$ cat src/rtl/gpio_irq_bank.sv
module gpio_irq_bank #(
  parameter int N  = 16,
  parameter int AW = 4
) (
  input  logic          clk,
  input  logic          rst_n,
  input  logic [AW-1:0] reg_addr,
  input  logic [N-1:0]  reg_wdata,
  input  logic          reg_we,
  output logic [N-1:0]  reg_rdata,
  input  logic [N-1:0]  pin_in,
  output logic [N-1:0]  pin_out,
  output logic [N-1:0]  pin_oe,
  output logic          irq
);
  localparam logic [AW-1:0] A_OUT  = AW'(0);
  localparam logic [AW-1:0] A_OE   = AW'(1);
  localparam logic [AW-1:0] A_PIN  = AW'(2);
  localparam logic [AW-1:0] A_MODE = AW'(3);
  localparam logic [AW-1:0] A_RISE = AW'(4);
  localparam logic [AW-1:0] A_HIGH = AW'(5);
  localparam logic [AW-1:0] A_MASK = AW'(6);
  localparam logic [AW-1:0] A_FLAG = AW'(7);
  localparam logic [AW-1:0] A_SET  = AW'(8);
  localparam logic [AW-1:0] A_CLR  = AW'(9);
  localparam logic [N-1:0]  ONES   = {N{1'b1}};

  logic [N-1:0] out_q, oe_q, mode_q, rise_q, high_q, mask_q, flags_q;
  logic [N-1:0] sync1_q, sync2_q, prev_q;
  logic [N-1:0] rise_ev, fall_ev, edge_ev, lvl_ev, evt;

  always_ff @(posedge clk or negedge rst_n)
    if (!rst_n) begin
      sync1_q <= '0;
      sync2_q <= '0;
      prev_q  <= '0;
    end else begin
      sync1_q <= pin_in;
      sync2_q <= sync1_q;
      prev_q  <= sync2_q;
    end

  assign rise_ev = sync2_q & ~prev_q;
  assign fall_ev = ~sync2_q & prev_q;
  assign edge_ev = (rise_ev & rise_q) | (fall_ev & ~rise_q);
  assign lvl_ev  = ~(sync2_q ^ high_q);
  assign evt     = (mode_q & edge_ev) | (~mode_q & lvl_ev);

  always_ff @(posedge clk or negedge rst_n)
    if (!rst_n) begin
      out_q  <= '0;
      oe_q   <= '0;
      mode_q <= '0;
      rise_q <= '0;
      high_q <= ONES;
      mask_q <= ONES;
    end else if (reg_we) begin
      case (reg_addr)
        A_OUT:   out_q  <= reg_wdata;
        A_OE:    oe_q   <= reg_wdata;
        A_MODE:  mode_q <= reg_wdata;
        A_RISE:  rise_q <= reg_wdata;
        A_HIGH:  high_q <= reg_wdata;
        A_MASK:  mask_q <= reg_wdata;
        A_SET:   out_q  <= out_q | reg_wdata;
        A_CLR:   out_q  <= out_q & ~reg_wdata;
        default: ;
      endcase
    end

  always_ff @(posedge clk or negedge rst_n)
    if (!rst_n)
      flags_q <= '0;
    else if (reg_we && reg_addr == A_FLAG)
      flags_q <= (flags_q & reg_wdata) | evt;
    else
      flags_q <= flags_q | evt;

  always_comb
    case (reg_addr)
      A_OUT:   reg_rdata = out_q;
      A_OE:    reg_rdata = oe_q;
      A_PIN:   reg_rdata = sync2_q;
      A_MODE:  reg_rdata = mode_q;
      A_RISE:  reg_rdata = rise_q;
      A_HIGH:  reg_rdata = high_q;
      A_MASK:  reg_rdata = mask_q;
      A_FLAG:  reg_rdata = flags_q;
      default: reg_rdata = '0;
    endcase

  assign pin_out = out_q;
  assign pin_oe  = oe_q;
  assign irq     = |(flags_q & ~mask_q);
endmodule

$ cat config.mk
export PLATFORM = sky130hd
export DESIGN_NAME = gpio_irq_bank
export DESIGN_NICKNAME = d
export VERILOG_FILES = /design/src/rtl/gpio_irq_bank.sv
export SDC_FILE = /design/constraint.sdc
export NUM_CORES = 1
export LEC_CHECK = 0
export BUFFER_PORTS_ARGS = -buffer_cell sky130_fd_sc_hd__buf_2
export CAP_MARGIN = 20
export CORE_MARGIN = 10
export CORE_UTILIZATION = 40
export CTS_BUF_LIST = sky130_fd_sc_hd__clkbuf_8
export CTS_CLUSTER_SIZE = 24
export DETAILED_ROUTE_END_ITERATION = 12
export PLACE_DENSITY = 0.65
export SETUP_SLACK_MARGIN = 0.1
export SLEW_MARGIN = 20
export SYNTH_ARGS = -nofsm -noshare
export SYNTH_HDL_FRONTEND = slang
export SYNTH_SLANG_ARGS = --single-unit
$ cat constraint.sdc
create_clock -name clk -period 3.4 [get_ports clk]
set_clock_uncertainty 0.2 [all_clocks]
set_input_delay 1.02 -clock clk [delete_from_list [all_inputs] [get_ports clk]]
set_output_delay 1.02 -clock clk [all_outputs]
set_load 0.02 [all_outputs]
======== Word level (Yosys, flattened, before mapping) ========
Index checks and enable logic that the tools add are counted.
storage, ports and cells
  word-level logic and storage cells ...... 54
  register bits ........................... 160
  bits of input ports ..................... 39
  output and inout port bits .............. 49
operators by class
  reductions and logical operators ........ 10
  bitwise logic cells ..................... 22
  multiplexer cells ....................... 3
  equality and inequality tests ........... 9
operator list
  kind                                                 count
  AND 16 bit                                           9
  one-hot mux 16 bit (8 select lines)                  1
  NOT 16 bit                                           7
  OR 16 bit                                            5
  one-hot mux 16 bit (3 select lines)                  1
  equality test 4 x 3 -> 1 bit, second input constant  4
  2-to-1 mux 16 bit                                    1
  OR reduction 16 bit                                  1
  bitwise XOR 16 bit                                   1
  AND reduction 2 bit                                  6
  equality test 4 x 2 -> 1 bit, second input constant  2
  equality test 4 bit, second input constant           2
  equality test 4 x 1 -> 1 bit, second input constant  1
  zero test 4 bit                                      1
  nonzero test 3 bit                                   1
  logical AND 1 bit                                    1

======== Logic depth before layout (Yosys ltp) ========
Gate-level depths: netlist of run 1.
  word-level depth ........................ 8
  depth in mapped cells ................... 6
  mapped depth without buffers ............ 3

======== Worst setup path before layout of run 1 ========
OpenSTA, ideal clock, no wires.
  kind .................................... input -> output
  start ................................... input port reg_addr[1]
  end ..................................... output port reg_rdata[15]
  data required time ...................... 2180 ps
  setup slack ............................. -110 ps
  stages on the path ...................... 6
  path buffers ............................ 3
  arrival time ............................ 2290 ps
  path through ............................ buf_2 > clkbuf_1 > clkbuf_1 > and3b_1 > o21ai_0 > nand4_1
between the ends
  word-level cells in the longest chain between the ends .. 2
  elaborated cells on any way between the ends .. 9
  classes of those cells .................. eq/ne (7); mux (1); reduce/logical (1)
RTL lines
  element                                               RTL line  text
  start: declaration                                    7         input logic [AW-1:0] reg_addr,
  equality test 4 x 3 -> 1 bit (tied with other cells)  80        case (reg_addr)
  one-hot mux 16 bit (8 select lines) (*)               80
  end: declaration                                      10        output logic [N-1:0] reg_rdata,
Mark *: on every way between the ends. The rest lies on a longest branch, timed or not.

======== Worst setup path in the final report of run 1 ========
  start ................................... input port reg_addr[2]
  end ..................................... output port reg_rdata[11]
The elaborated chain is that of the path after synthesis.

==> results of run 1 <==
[worst max-delay path, cell delays in order]
cell,delay (ns)
sky130_fd_sc_hd__buf_8,0.11
sky130_fd_sc_hd__buf_12,0.13
sky130_fd_sc_hd__nor4b_4,0.37
sky130_fd_sc_hd__buf_4,0.23
sky130_fd_sc_hd__a22oi_2,0.08
sky130_fd_sc_hd__nand4_1,0.14
sky130_fd_sc_hd__buf_6,0.14
[logic make-up after synthesis]
group	count (synthesis)	share of synthesized area, %
compound gates	130	13.25
xor+xnor	14	1.622
buf+inv	43	2.945
flops	160	53.48
mux	106	16.47
simple gates	140	12.23
[report_power, final]
part	internal [mW]	switching (mW)	total [mW]
clock network	0.785	0.713	1.50
registers	2.26	0.301	2.56
logic	0.585	0.558	1.14
[metrics by stage]
step / cell area, sq um / util (%) / cells
finish: 9528 / 51.11 / 972
detailed placement: 8586 / 46.05 / 929
global route: 9528 / 51.11 / 972
floorplan: 7607 / - / 593
CTS: 9383 / 50.33 / 970
global placement: 8586 / 46.05 / 929
[path summary, 6_finish.rpt]
check | start | end | slack [ns] | cells past startpoint
hold reg to reg | sync1_q[9] | sync2_q[9] | 0.15 | 0
min in group asynchronous | rst_n | sync1_q[3] | 0.34 | 1
hold / removal | sync1_q[9] | sync2_q[9] | 0.15 | 0
setup / recovery | reg_addr[2] | reg_rdata[11] | -0.04 | 7
max in group asynchronous | rst_n | high_q[6] | 1.84 | 2
setup reg to reg | high_q[14] | flags_q[14] | 1.95 | 3
[final cells by class]
class                      count  area (sq um)
fill                        1610          9115
inverter                       8         30.03
sequential                   160          4044
clock inverter                14         177.7
multi-input combinational    390          3490
clock buffer                  17         234.0
tap                          234         292.8
timing repair buffer         149          1260
[registers in the layout, summed over array words and instances, names as in the netlist]
register  count
flags_q      16
high_q       16
mask_q       16
mode_q       16
pin_oe       16
pin_out      16
prev_q       16
rise_q       16
sync1_q      16
sync2_q      16
[repair_timing]
item,4_1_cts,5_1_grt
gates resized for setup,57,29
cloned,3,1
endpoints found under the setup margin,17,17
pin swaps,21,8
setup buffers,7,1
[per-layer routing]
| metal | global-route usage, % | vias up |
|---|---|---|
| li1 | - | 2494 |
| met1 | 22.72 | 2868 |
| met2 | 28.89 | 169 |
| met3 | 4.694 | 43 |
| met4 | 7.168 | 0 |
| met5 | 0 | - |
[cells in the final DEF, fill, tap and decap left out, types with 3 or more instances in the layout]
master,n
sky130_fd_sc_hd__and3_1,3
sky130_fd_sc_hd__a22oi_1,9
sky130_fd_sc_hd__nand2b_1,16
sky130_fd_sc_hd__o22ai_2,3
sky130_fd_sc_hd__nor2b_1,14
sky130_fd_sc_hd__o2bb2ai_1,4
sky130_fd_sc_hd__a22o_1,18
sky130_fd_sc_hd__nor2_1,17
sky130_fd_sc_hd__bufinv_16,4
sky130_fd_sc_hd__nor3b_1,3
sky130_fd_sc_hd__nand3b_1,17
sky130_fd_sc_hd__buf_12,11
sky130_fd_sc_hd__buf_4,46
sky130_fd_sc_hd__mux2_4,20
sky130_fd_sc_hd__o21ai_0,12
sky130_fd_sc_hd__a22oi_2,10
sky130_fd_sc_hd__mux2_2,67
sky130_fd_sc_hd__a211o_1,4
sky130_fd_sc_hd__mux2i_2,4
sky130_fd_sc_hd__mux2i_1,13
sky130_fd_sc_hd__inv_1,12
sky130_fd_sc_hd__a2111oi_2,3
sky130_fd_sc_hd__nand2_1,21
sky130_fd_sc_hd__o22ai_1,15
sky130_fd_sc_hd__and3b_1,24
sky130_fd_sc_hd__nand4_1,8
sky130_fd_sc_hd__o211ai_1,20
sky130_fd_sc_hd__buf_6,21
sky130_fd_sc_hd__dfstp_2,32
sky130_fd_sc_hd__dfrtp_1,128
sky130_fd_sc_hd__a21oi_1,4
sky130_fd_sc_hd__buf_2,66
sky130_fd_sc_hd__xor2_1,14
sky130_fd_sc_hd__clkbuf_8,17
sky130_fd_sc_hd__a221o_1,18
==> results.py, run 1 <==
metrics = {
    "floorplan": {
        "io-pin-count": 88,
        "die_x_um": 157.5,
        "die_area_sq_mm": 0.02480,
        "initial_core_util_pct": 40.56,
        "die_height_um": 157.5,
        "core_area_sq_mm": 0.01864,
        "num_rows": 50,
    },
    "detailed_routing": {
        "final_antenna_net_count": 0,
        "detail_route.first_pass.iterations": 5,
        "highest_layer": "met4",
        "totalWireLength_mm": 21.96,
        "detail_route.iter0.violations": 516,
        "routedLengthMet1_mm": 9.410,
        "detailroute.via_count": 5574,
        "met2_wirelength_mm": 10.71,
        "met3WireLength_mm": 1.205,
        "drt-vias-per-instance": 5.735,
        "avgRoutedWirePerCell_um": 22.59,
        "remaining_design_rule_violation_count": 0,
    },
    "global_routing": {
        "grt_max_degree": 66,
        "grt.total_usage_pct": 18.02,
        "vias_in_the_first_global_route": 5891,
        "grt_overflow": 0,
        "grt_pass1_wl_mm": 34.29,
        "initial_antenna_violation_count": 0,
    },
    "cells_and_area": {
        "post_route_cells_drive_above_1_share_pct": 44.99,
        "num-nets-final": 765,
        "area_overhead_of_the_layout_relative_to_synthesis_pct": 26.01,
        "antenna_diodes": 0,
    },
    "synthesis": {
        "yosys-top-cells-count": "sky130_fd_sc_hd__dfrtp_1 (128), sky130_fd_sc_hd__mux2_2 (67), sky130_fd_sc_hd__dfstp_2 (32)",
        "yosys.area.top_type": "sky130_fd_sc_hd__dfrtp_1",
        "syn-mean-instance-area_sq_um": 12.75,
        "yosys_most_used_dff": "sky130_fd_sc_hd__dfrtp_1",
        "post_synth_num_cell_types": 47,
        "netlist_top_cells_area": "sky130_fd_sc_hd__dfrtp_1 (42%), sky130_fd_sc_hd__dfstp_2 (11%), sky130_fd_sc_hd__mux2_2 (10%), sky130_fd_sc_hd__mux2_4 (4.0%), sky130_fd_sc_hd__and3b_1 (2.8%)",
        "post-synth-top-count-cell": "sky130_fd_sc_hd__dfrtp_1",
        "ys_seq_area_share_pct": 53.48,
        "postSynthNetCount": 632,
        "synth-warning-count": 0,
        "count_of_flip_flops_with_a_built_in_enable_after_synthesis": 0,
        "syn-cell-area_sq_mm": 0.007561,
        "synthesis.instances": 593,
        "synth_async_sr_flop_share_pct": 100.0,
        "yosysTopAreaCellShare_pct": 42.36,
        "yosys_register_bits": 160,
    },
    "sta": {
        "max_slew_margin_pct": 43.84,
        "fmax_ghz": 0.2908,
        "finalSetupViolCount": 8,
        "timing_hold_violations_final": 0,
        "finalMaxSlewViolations": 0,
        "transition_time_at_the_pin_with_the_least_slew_margin_ns": 0.8424,
        "tcrit_tclk_final_pct": 101.1,
        "grt_setup_unrepaired": "yes",
        "fin_setup_tns_ns": -0.1629,
        "finalHoldWorstSlack_ns": 0.1534,
        "finalWorstPathRequiredPeriod_ns": 3.439,
        "finalWorstSetupSlack_ns": -0.03885,
    },
    "outcome": {
        "violated_checks": "setup timing",
        "status": "complete, but fails checks",
    },
    "clock_tree": {
        "numCtsBuffers": 17,
        "cts_tree": "yes",
        "clk-insertion-delay-late_ns": 0.47,
        "ctsRootBufferMaster": "sky130_fd_sc_hd__clkbuf_8",
        "cts_hold_buf": 0,
        "clock_path_buffers": 2,
        "clkSinkCount": 160,
        "clk_pin_slew_ns": 0.08,
        "htree_levels": 4,
    },
    "flow_run": {
        "maxCapViolCount": 0,
    },
    "placed_design": {
        "place_congestion": 0.8670,
        "port_buffers": 87,
        "placement_stage_worst_setup_slack_ns": -0.1275,
        "place_hpwl_mm": 14.70,
    },
    "critical_path": {
        "worstSetupStartpointType": "input pin",
        "cp.required_ns": 2.18,
        "crit_arrival_ns": 2.22,
        "timing_worst_setup_path_type": "in2out",
        "worstPathMaxFanout": 5,
        "worst_setup_path_end_kind": "output pin",
    },
    "pwr": {
        "peakVddDrop_mv": 0.2916,
        "power.density_cell_area_mw_per_mm2": 546.0,
        "leakage_power_total_nw": 4.158,
        "finalPower_mw": 5.203,
    },
    "hold_path": {
        "worstHoldPathType": "reg2reg",
    },
}
(Power assumes the default switching activity.)
==> inputs of run 2 (changes only) <==
Settings changed: CORE_MARGIN 10 to not set, SETUP_SLACK_MARGIN 0.1 to 0.05.
==> run 2 against run 1 <==
Against the previous run: critical path depth is the same; first-iteration DRC count shrank 6.6%; design area fell by 1.3%; routed wire length is 6.4% lower; maximum frequency rose by 0.76%; utilization increased by 0.36 points; via count up 1.7%; sequential power is essentially flat; largest cell class unchanged; the run still ends with setup timing left; sequential cell count unchanged.
==> results.py, run 2 (same netlist as run 1, synthesis figures left out) <==
metrics = {
    "outcome": {
        "status": "complete, but fails checks",
        "violated_checks": "setup timing",
    },
    "sta": {
        "finalWorstSetupSlack_ns": -0.01294,
        "finalSetupViolCount": 3,
        "max_slew_margin_pct": 46.92,
        "grt_setup_unrepaired": "yes",
        "tcrit_tclk_final_pct": 100.4,
        "timing_hold_violations_final": 0,
        "fmax_ghz": 0.2930,
        "finalWorstPathRequiredPeriod_ns": 3.413,
        "finalHoldWorstSlack_ns": 0.1566,
        "transition_time_at_the_pin_with_the_least_slew_margin_ns": 0.7963,
        "finalMaxSlewViolations": 0,
    },
    "floorplan": {
        "core_area_sq_mm": 0.01827,
        "die_x_um": 139.5,
        "initial_core_util_pct": 41.38,
        "io-pin-count": 88,
        "die_height_um": 139.5,
        "num_rows": 49,
        "die_area_sq_mm": 0.01946,
    },
    "cells_and_area": {
        "layout_commonest_cell": "sky130_fd_sc_hd__dfrtp_1",
        "area_overhead_of_the_layout_relative_to_synthesis_pct": 24.36,
        "antenna_diodes": 0,
        "post_route_cells_drive_above_1_share_pct": 45.56,
        "num-nets-final": 781,
        "post-route-cell-area_sq_mm": 0.009403,
        "final_cell_mix": "sky130_fd_sc_hd__dfrtp_1 (128), sky130_fd_sc_hd__buf_4 (69), sky130_fd_sc_hd__mux2_2 (67), sky130_fd_sc_hd__buf_2 (67), sky130_fd_sc_hd__dfstp_2 (32)",
    },
    "global_routing": {
        "grt_max_degree": 57,
        "vias_in_the_first_global_route": 5855,
        "grt_pass1_wl_mm": 32.69,
        "grt.total_usage_pct": 21.99,
        "grt_overflow": 0,
        "initial_antenna_violation_count": 0,
    },
    "clock_tree": {
        "clk-insertion-delay-late_ns": 0.47,
        "ctsRootBufferMaster": "sky130_fd_sc_hd__clkbuf_8",
        "clkSinkCount": 160,
        "clock_path_buffers": 2,
        "clk_pin_slew_ns": 0.09,
        "htree_levels": 4,
        "cts_tree": "yes",
        "numCtsBuffers": 17,
    },
    "placed_design": {
        "place_congestion": 0.8533,
        "dpl_cell_area_sq_mm": 0.008631,
        "port_buffers": 87,
        "place_hpwl_mm": 14.22,
    },
    "critical_path": {
        "r2r_start": "high_q[14]",
        "cp.required_ns": 2.18,
        "crit_arrival_ns": 2.19,
        "launch_point_of_the_critical_path": "reg_addr[3]",
        "worstSetupStartpointType": "input pin",
        "timing_worst_setup_path_type": "in2out",
        "worstPathMaxFanout": 7,
        "worst_setup_path_end_kind": "output pin",
    },
    "detailed_routing": {
        "detailroute.via_count": 5666,
        "avgRoutedWirePerCell_um": 20.90,
        "detail_route.iter0.violations": 482,
        "remaining_design_rule_violation_count": 0,
        "totalWireLength_mm": 20.56,
        "final_antenna_net_count": 0,
        "drt-vias-per-instance": 5.758,
        "detail_route.first_pass.iterations": 7,
    },
    "flow_run": {
        "maxCapViolCount": 0,
    },
    "pwr": {
        "power.density_cell_area_mw_per_mm2": 531.2,
        "leakage_power_total_nw": 4.157,
        "peakVddDrop_mv": 0.3239,
    },
    "hold_path": {
        "hp-start": "sync1_q[3]",
        "worstHoldPathType": "reg2reg",
    },
}
-- run 2: stage by stage --
| stage | util, % | worst slack [ns] | setup TNS, ns | instances | total power, mW |
|---|---|---|---|---|---|
| floorplan | - | 0.05151 | 0 | 593 | 3.173 |
| global placement | 47.24 | -0.1632 | -1.268 | 940 | 3.549 |
| detailed placement | 47.24 | -0.1652 | -1.605 | 940 | 3.594 |
| CTS | 51.01 | 0.005571 | 0 | 983 | 5.006 |
| global route | 51.47 | -0.02870 | -0.1409 | 984 | 5.251 |
| finish | 51.47 | -0.01294 | -0.01989 | 984 | 4.995 |
-- run 2: repair_timing --
action	in CTS	in global routing
setup endpoints to repair	17	17
gates resized for setup	59	29
hold buffers	0	0
gates cloned	1	0
buffers inserted	10	2
pin swaps	13	13
-- run 2: worst max-delay path, stage by stage --
cell and delay, ns:
sky130_fd_sc_hd__buf_8 0.11, sky130_fd_sc_hd__buf_6 0.11, sky130_fd_sc_hd__nor4b_4 0.35, sky130_fd_sc_hd__buf_6 0.20, sky130_fd_sc_hd__a22oi_2 0.08, sky130_fd_sc_hd__nand4_1 0.17, sky130_fd_sc_hd__buf_6 0.15
-- run 2: final timing paths --
| kind | to | slack [ns] | depth (start not counted) |
|---|---|---|---|
| setup reg to reg | flags_q[14] | 1.96 | 3 |
| hold reg to reg | sync2_q[3] | 0.16 | 0 |
| min in group asynchronous | flags_q[3] | 0.29 | 1 |
| hold / removal | sync2_q[3] | 0.16 | 0 |
| max in group asynchronous | prev_q[1] | 1.90 | 2 |
| setup / recovery | reg_rdata[11] | -0.01 | 7 |
-- run 2: layer usage --
layer	wire (um)	up-vias	GRT usage (%)
met5	0	-	0
met4	502	0	9.006
met3	999	38	5.643
met2	9802	175	34.94
met1	9258	2911	28.62
li1	-	2542	-
-- run 2: report_power, final --
group / internal [mW] / switching, mW
combinational: 0.566 / 0.535
clock: 0.542 / 0.806
sequential: 2.26 / 0.285
-- run 2: area by class of cell --
type,count,area [sq um]
clock buffers,17,234.0
flip-flops and latches,160,4044
multi-input cells,390,3415
repair buffers,165,1251
fillers,1573,8867
inverters,8,30.03
well taps,229,286.5
clock inverters,15,142.6
